## config.mk

```make
export PLATFORM = sky130hd
export DESIGN_NAME = led_ctl_i2c_slave
export DESIGN_NICKNAME = d
export VERILOG_FILES = /design/src/rtl/led_i2c_pkg.sv /design/src/rtl/i2c_line_sync.sv /design/src/rtl/i2c_wr_engine.sv /design/src/rtl/led_ctl_regs.sv /design/src/rtl/led_ctl_i2c_slave.sv
export SDC_FILE = /design/constraint.sdc
export NUM_CORES = 1
export LEC_CHECK = 0
export ABC_AREA = 1
export CORE_MARGIN = 2
export CORE_UTILIZATION = 25
export DETAILED_ROUTE_END_ITERATION = 16
export SLEW_MARGIN = 25
export SYNTH_ARGS = -nofsm -noshare
export SYNTH_HDL_FRONTEND = slang
export SYNTH_SLANG_ARGS = --single-unit
```

## constraint.sdc

```tcl
create_clock -name clk -period 1.4 [get_ports clk]
set_input_delay 0.14 -clock clk [delete_from_list [all_inputs] [get_ports clk]]
set_output_delay 0.14 -clock clk [all_outputs]
set_load 0.01 [all_outputs]
```

## src/rtl/led_i2c_pkg.sv

```systemverilog
// Package: constants and types shared by the LED controller's serial slave.
// Assumes an 8-bit register space, with three mapped registers at sparse addresses.
package led_i2c_pkg;

    localparam int          BYTE_W     = 8;
    localparam logic [6:0]  DEV_ADDR   = 7'h36;

    localparam logic [7:0]  RA_GP      = 8'h10;
    localparam logic [7:0]  RA_MAIN    = 8'hA0;
    localparam logic [7:0]  RA_AUX     = 8'hC0;

    localparam int          MAIN_LVL_W = 5;
    localparam int          AUX_LVL_W  = 2;

    // Transfer phases of the write engine.
    typedef enum logic [2:0] {
        XS_IDLE,
        XS_ADDR,
        XS_REGSEL,
        XS_DATA,
        XS_SKIP
    } xfer_st_t;

endpackage

```

## src/rtl/i2c_line_sync.sv

```systemverilog
// Module: i2c_line_sync
// Synchronizes the bus clock and data lines into the system clock domain.
// It flags a falling and a rising bus-clock edge, a start (data falling
// while the clock is high) and a stop (data rising while the clock is high).
// Assumes each bus edge is held for several system clocks. Both lines pass
// through chains of equal length, so their relative order is preserved.
module i2c_line_sync #(
    parameter int STAGES = 2
) (
    input  logic clk,
    input  logic rst_n,
    input  logic scl_i,
    input  logic sda_i,
    output logic sda_s,
    output logic scl_rise,
    output logic scl_fall,
    output logic start_det,
    output logic stop_det
);

    logic [STAGES-1:0] scl_chain;
    logic [STAGES-1:0] sda_chain;
    logic              scl_q;
    logic              sda_q;
    logic              scl_now;

    // Shift both lines through their synchronizer chains; idle bus is high.
    always_ff @(posedge clk) begin
        if (!rst_n) begin
            scl_chain <= '1;
            sda_chain <= '1;
        end else begin
            scl_chain <= {scl_chain[STAGES-2:0], scl_i};
            sda_chain <= {sda_chain[STAGES-2:0], sda_i};
        end
    end

    assign scl_now = scl_chain[STAGES-1];
    assign sda_s   = sda_chain[STAGES-1];

    // Keep the previous synchronized values for edge detection.
    always_ff @(posedge clk) begin
        if (!rst_n) begin
            scl_q <= 1'b1;
            sda_q <= 1'b1;
        end else begin
            scl_q <= scl_now;
            sda_q <= sda_s;
        end
    end

    // Decode the edges and the bus conditions from old and new samples.
    always_comb begin
        scl_rise  = scl_now & ~scl_q;
        scl_fall  = ~scl_now & scl_q;
        start_det = scl_now & scl_q & sda_q & ~sda_s;
        stop_det  = scl_now & scl_q & ~sda_q & sda_s;
    end

endmodule

```

## src/rtl/i2c_wr_engine.sv

```systemverilog
// Module: i2c_wr_engine
// Byte-level write protocol: device address, register select, then data.
// It acknowledges by raising sda_oe after the eighth falling edge and drops
// it after the ninth. It issues a one-cycle write strobe when the data byte
// completes. Assumes edge and condition pulses are one system clock wide.
module i2c_wr_engine
    import led_i2c_pkg::*;
#(
    parameter int         W       = BYTE_W,
    parameter logic [6:0] MY_ADDR = DEV_ADDR
) (
    input  logic         clk,
    input  logic         rst_n,
    input  logic         sda_s,
    input  logic         scl_rise,
    input  logic         scl_fall,
    input  logic         start_det,
    input  logic         stop_det,
    output logic         sda_oe,
    output logic         wr_en,
    output logic [W-1:0] wr_addr,
    output logic [W-1:0] wr_data
);

    localparam int               CNT_W    = $clog2(W + 1);
    localparam logic [CNT_W-1:0] CNT_FULL = CNT_W'(W);

    xfer_st_t         st;
    xfer_st_t         st_next;
    logic [CNT_W-1:0] bit_cnt;
    logic [W-1:0]     shreg;
    logic [W-1:0]     regsel;
    logic             in_ack;
    logic             ack_now;
    logic             receiving;

    // Decide the acknowledge and the phase that follows the current byte.
    always_comb begin
        ack_now = 1'b0;
        st_next = XS_SKIP;
        unique case (st)
            XS_ADDR: begin
                ack_now = (shreg == {MY_ADDR, 1'b0});
                st_next = ack_now ? XS_REGSEL : XS_SKIP;
            end
            XS_REGSEL: begin
                ack_now = 1'b1;
                st_next = XS_DATA;
            end
            XS_DATA: begin
                ack_now = 1'b1;
                st_next = XS_SKIP;
            end
            default: begin
                ack_now = 1'b0;
                st_next = st;
            end
        endcase
    end

    assign receiving = (st == XS_ADDR) || (st == XS_REGSEL) || (st == XS_DATA);

    // Sequence the bit count, the ack slot and the phases; strobe the write.
    always_ff @(posedge clk) begin
        if (!rst_n) begin
            st      <= XS_IDLE;
            bit_cnt <= '0;
            shreg   <= '0;
            regsel  <= '0;
            in_ack  <= 1'b0;
            sda_oe  <= 1'b0;
            wr_en   <= 1'b0;
            wr_addr <= '0;
            wr_data <= '0;
        end else begin
            wr_en <= 1'b0;
            if (start_det) begin
                st      <= XS_ADDR;
                bit_cnt <= '0;
                in_ack  <= 1'b0;
                sda_oe  <= 1'b0;
            end else if (stop_det) begin
                st      <= XS_IDLE;
                bit_cnt <= '0;
                in_ack  <= 1'b0;
                sda_oe  <= 1'b0;
            end else if (receiving) begin
                if (scl_rise && (bit_cnt < CNT_FULL)) begin
                    shreg   <= {shreg[W-2:0], sda_s};
                    bit_cnt <= bit_cnt + 1'b1;
                end else if (scl_fall && (bit_cnt == CNT_FULL) && !in_ack) begin
                    in_ack <= 1'b1;
                    sda_oe <= ack_now;
                    if (st == XS_REGSEL) begin
                        regsel <= shreg;
                    end
                    if (st == XS_DATA) begin
                        wr_en   <= 1'b1;
                        wr_addr <= regsel;
                        wr_data <= shreg;
                    end
                end else if (scl_fall && in_ack) begin
                    in_ack  <= 1'b0;
                    sda_oe  <= 1'b0;
                    bit_cnt <= '0;
                    st      <= st_next;
                end
            end
        end
    end

endmodule

```

## src/rtl/led_ctl_regs.sv

```systemverilog
// Module: led_ctl_regs
// The three control registers. Only the implemented bits are stored, and the
// read value is assembled with fixed bits around them. The test bits are held at 0.
// Assumes a one-cycle write strobe; unmapped addresses are dropped.
module led_ctl_regs
    import led_i2c_pkg::*;
#(
    parameter int MAIN_W = MAIN_LVL_W,
    parameter int AUX_W  = AUX_LVL_W
) (
    input  logic        clk,
    input  logic        rst_n,
    input  logic        wr_en,
    input  logic [7:0]  wr_addr,
    input  logic [7:0]  wr_data,
    output logic [7:0]  gp_q,
    output logic [7:0]  main_q,
    output logic [7:0]  aux_q
);

    localparam int MAIN_PAD = BYTE_W - MAIN_W;
    localparam int AUX_PAD  = BYTE_W - AUX_W;

    logic              en_main;
    logic              en_aux;
    logic              en_d5;
    logic [MAIN_W-1:0] main_lvl;
    logic [AUX_W-1:0]  aux_lvl;

    // Store the implemented fields on a write to a mapped address.
    always_ff @(posedge clk) begin
        if (!rst_n) begin
            en_main  <= 1'b0;
            en_aux   <= 1'b0;
            en_d5    <= 1'b0;
            main_lvl <= '0;
            aux_lvl  <= '0;
        end else if (wr_en) begin
            unique case (wr_addr)
                RA_GP: begin
                    en_main <= wr_data[0];
                    en_aux  <= wr_data[2];
                    en_d5   <= wr_data[3];
                end
                RA_MAIN: main_lvl <= wr_data[MAIN_W-1:0];
                RA_AUX:  aux_lvl  <= wr_data[AUX_W-1:0];
                default: ;
            endcase
        end
    end

    // Assemble the visible register images with their fixed bits.
    always_comb begin
        gp_q   = {3'b001, 1'b0, en_d5, en_aux, 1'b0, en_main};
        main_q = {{MAIN_PAD{1'b1}}, main_lvl};
        aux_q  = {{AUX_PAD{1'b1}}, aux_lvl};
    end

endmodule

```

## src/rtl/led_ctl_i2c_slave.sv

```systemverilog
// Module: led_ctl_i2c_slave (top)
// Write-only serial register slave for the LED driver controller. It joins the
// line synchronizer, the byte-level write engine and the register bank.
// Assumes the system clock runs at least about 8x faster than the bus clock.
module led_ctl_i2c_slave
    import led_i2c_pkg::*;
#(
    parameter int SYNC_STAGES = 2
) (
    input  logic       clk,
    input  logic       rst_n,
    input  logic       scl_i,
    input  logic       sda_i,
    output logic       sda_oe,
    output logic [7:0] gp_reg,
    output logic [7:0] main_reg,
    output logic [7:0] aux_reg
);

    logic       sda_s;
    logic       scl_rise;
    logic       scl_fall;
    logic       start_det;
    logic       stop_det;
    logic       wr_en;
    logic [7:0] wr_addr;
    logic [7:0] wr_data;

    i2c_line_sync #(.STAGES(SYNC_STAGES)) u_sync (
        .clk       (clk),
        .rst_n     (rst_n),
        .scl_i     (scl_i),
        .sda_i     (sda_i),
        .sda_s     (sda_s),
        .scl_rise  (scl_rise),
        .scl_fall  (scl_fall),
        .start_det (start_det),
        .stop_det  (stop_det)
    );

    i2c_wr_engine #(.W(BYTE_W), .MY_ADDR(DEV_ADDR)) u_eng (
        .clk       (clk),
        .rst_n     (rst_n),
        .sda_s     (sda_s),
        .scl_rise  (scl_rise),
        .scl_fall  (scl_fall),
        .start_det (start_det),
        .stop_det  (stop_det),
        .sda_oe    (sda_oe),
        .wr_en     (wr_en),
        .wr_addr   (wr_addr),
        .wr_data   (wr_data)
    );

    led_ctl_regs #(.MAIN_W(MAIN_LVL_W), .AUX_W(AUX_LVL_W)) u_regs (
        .clk     (clk),
        .rst_n   (rst_n),
        .wr_en   (wr_en),
        .wr_addr (wr_addr),
        .wr_data (wr_data),
        .gp_q    (gp_reg),
        .main_q  (main_reg),
        .aux_q   (aux_reg)
    );

endmodule

```

==> results by group <==
Timing
  • Count of final hold-check violations: 0
  • Final Setup Violations: 0
  • Clock skew: a little over 0.004 ns
  • WHS: 0.402 ns
  • Final worst path period need: 1.38 ns
  • RSZ-0062 raised after global routing: true
  • Final period util: between 90% and 100%
  • Fmax: between 700 and 800 MHz
  • Fin Setup TNS: 0 ns
  • Max Slew Vio Count: 0

Worst setup path
  • Path type of the worst setup path: reg2reg
  • CP Capture Type: flip-flop
  • Required time of the worst setup path: 1.64 ns
  • CP Launch Type: flip-flop
  • Critical Path AT: 1.62 ns
  • Worst-path fanout max: 7

Synthesis
  • Post-synth top area cell: dfxtp_1
  • Most frequent cell after synthesis: nor2_1
  • Mapped Cells: 358
  • Synth top cells by count: nor2_1 (77), dfxtp_1 (55), nand2_1 (55)
  • Synth area leaders: dfxtp_1 (43%), nor2_1 (11%), nand2_1 (8.0%), buf_4 (5.5%), nand4_1 (5.1%)
  • Synth Cell Area: about 2600 um2
  • Yosys reg bits: 55
  • Synth warn: 0
  • Post-synthesis sequential area ratio: 42.6%
  • Post-Syn Area per Cell: 7.21 um2
  • Distinct cells, synth: 30
  • Post-synth top flop: dfxtp_1
  • Async SR Flop Fraction: 0%
  • Number of synthesized flops with an enable pin: 0
  • Post-synth top area share: 42.6%

Detailed routing
  • Vias/cell: 4.19
  • WL final: 5.19 mm
  • DR DRC count: 0
  • Initial DRT Pass Iterations: 4
  • Vias: 2150
  • Initial drt markers: 116
  • ANT nets after route: 0
  • Wire length per cell: between 10 and 15 um

Global routing
  • Vias in the first global route: between 1500 and 2000
  • Met1 Use GR: 13.2%
  • GRT met3 Usage: 1.30%
  • Gr usage total: under 10%
  • Overflow after GRT: 0
  • Initial antenna violation count: 0
  • First-pass GRT wire length: 8.63 mm
  • M2 GR Usage: 14.4%
  • Largest net degree at the start of global routing: 30
  • Global route hottest layer: met2

CTS
  • Clk Latency, worst-skew pair: 0.30 ns
  • Clock slew at reported path FFs: 0.10 ns
  • CTS Buf Count: 5
  • Longest Clk Path Bufs: 2
  • H-tree lvl count: 2
  • Hold_buf cts: 0
  • Clk root buf: clkbuf_8
  • CTS tree: built
  • Clock sink total: 55

Power
  • Reg power frac: between 50% and 60%
  • VDD IR max: 0.346 mV
  • Switch Pwr: 0.000606 W
  • Leakage: around 1.2 nW
  • P per Cell Area: between 800 and 900 nW/um2
  • Comb pwr share: 5.1%
  • Switching Share: 22.1%
  • Clk network pwr share: between 30% and 40%
  • Cell-internal power: 0.00214 W

Final layout
  • Fill cells: 1110
  • Final core occ: between 30% and 40%
  • Area grow syn2layout: 20.4%
  • Layout cell share with drive strength beyond 1: 16.7%
  • Reg area: 1100 um2
  • Multi-input logic area: 1260 um2
  • Nets: 383
  • # diodes: 0

Die
  • Initial core utilization: about a quarter
  • Die width: 106 um
  • Die ar.: 11200 um2
  • Boundary pin count: 29
  • Row count: 37
  • Core ar.: 10200 um2
  • Die height: 106 um

Status
  • Outcome: finished clean

Worst hold path
  • Hold Crit Class: in2reg

Placement
  • Port buffer count: 14
  • GP Congestion: 0.797
  • Post-DP HPWL: 3.72 mm

Job
  • MaxCap Viol Count: 0
-- registers in the layout (all words and copies together), names as in the netlist, 2 cells and up --
register and cells:
u_sync.sda_chain 2, u_eng.st 3, u_eng.regsel 8, u_regs.aux_lvl 2, u_regs.main_lvl 5, u_eng.wr_addr 8, u_sync.scl_chain 2, u_eng.shreg 8
u_eng.wr_data 5, u_eng.bit_cnt 4
-- repair_timing --
action | in CTS | in global routing
setup buffers | 1 | 3
cloned | 0 | 1
gates resized for setup | 0 | 25
setup endpoints to repair | 13 | 32
pin swaps | 1 | 23
-- path summary, 6_finish.rpt --
check                 startpoint             endpoint  slack (ns)  cells past startpoint
max             u_eng.bit_cnt[0]     u_eng.wr_addr[7]        0.02                      9
max reg2reg     u_eng.bit_cnt[0]     u_eng.wr_addr[7]        0.02                      9
min                        scl_i  u_sync.scl_chain[0]        0.40                      2
min reg2reg  u_sync.sda_chain[0]  u_sync.sda_chain[1]        0.42                      1
-- layout by cell type, fill, tap and decap left out, drive strengths merged --
cell type,count
a21oi,23
buf,13
bufinv,1
clkbuf,6
clkdlybuf4s50,14
clkinvlp,1
conb,14
dfxtp,55
ha,2
inv,40
nand2,58
nand3,18
nand3b,1
nand4,21
nor2,82
nor3,4
o21ai,19
or2,4
xor2,1
-- critical path, cell delays in order, from the launching register on --
cell and delay, ns:
dfxtp_1 0.33, inv_1 0.09, ha_4 0.14, nand3_4 0.08, nor2_4 0.15, nand3_4 0.09, nor2_4 0.16, buf_12 0.15
nor2_2 0.04, nor2_1 0.09
-- metal layers --
layer / up-vias / part of all wire, % / routed length (um)
met2: 38 / 45 / 2350
li1: 1142 / - / -
met4: 0 / 1.6 / 82
met5: - / 0 / 0
met3: 6 / 3.0 / 157
met1: 964 / 50 / 2600
-- cell type report --
cell class / instances / area share [%]
clock buffer: 5 / 2.21
clock inverter: 2 / 1.21
inverter: 40 / 4.99
multi-input combinational: 247 / 40.5
sequential: 55 / 35.5
tap: 136 / 5.47
timing repair buffer: 28 / 10.2
-- per-stage QoR --
step / instances / area (um2) / setup WS [ns] / power, W
2_1_floorplan: 370 / 2630 / 0.0921 / 0.00175
3_3_place_gp: 501 / 2860 / 0.0332 / 0.00175
3_5_place_dp: 501 / 2860 / 0.00605 / 0.00175
4_1_cts: 509 / 2980 / 0.00214 / 0.00278
5_1_grt: 513 / 3110 / -0.0842 / 0.00285
6_report: 513 / 3110 / 0.0214 / 0.00274
-- power by group through the flow --
stage | Sequential [W] | Combinational, W | Clock [W]
after detailed placement | 0.00162 | 0.000136 | 0
after CTS | 0.00158 | 0.000136 | 0.00106
after global placement | 0.00162 | 0.000135 | 0
after global routing | 0.00158 | 0.000157 | 0.00111
final | 0.00158 | 0.000139 | 0.00102
after floorplan | 0.00162 | 0.000130 | 0
-- cells by family (layout without fill, tap and decap cells) --
group,Yosys count,after routing,synth area share (%)
other,2,14,0.291
adders and majority gates,2,2,0.969
buffers and inverters,68,75,13.2
DFF,55,55,42.6
AOI/OAI and AO/OA,42,42,8.29
xor gates and xnor gates,1,1,0.339
and+or+nand+nor,188,188,34.3
Power figures use the tool's default switching activity.
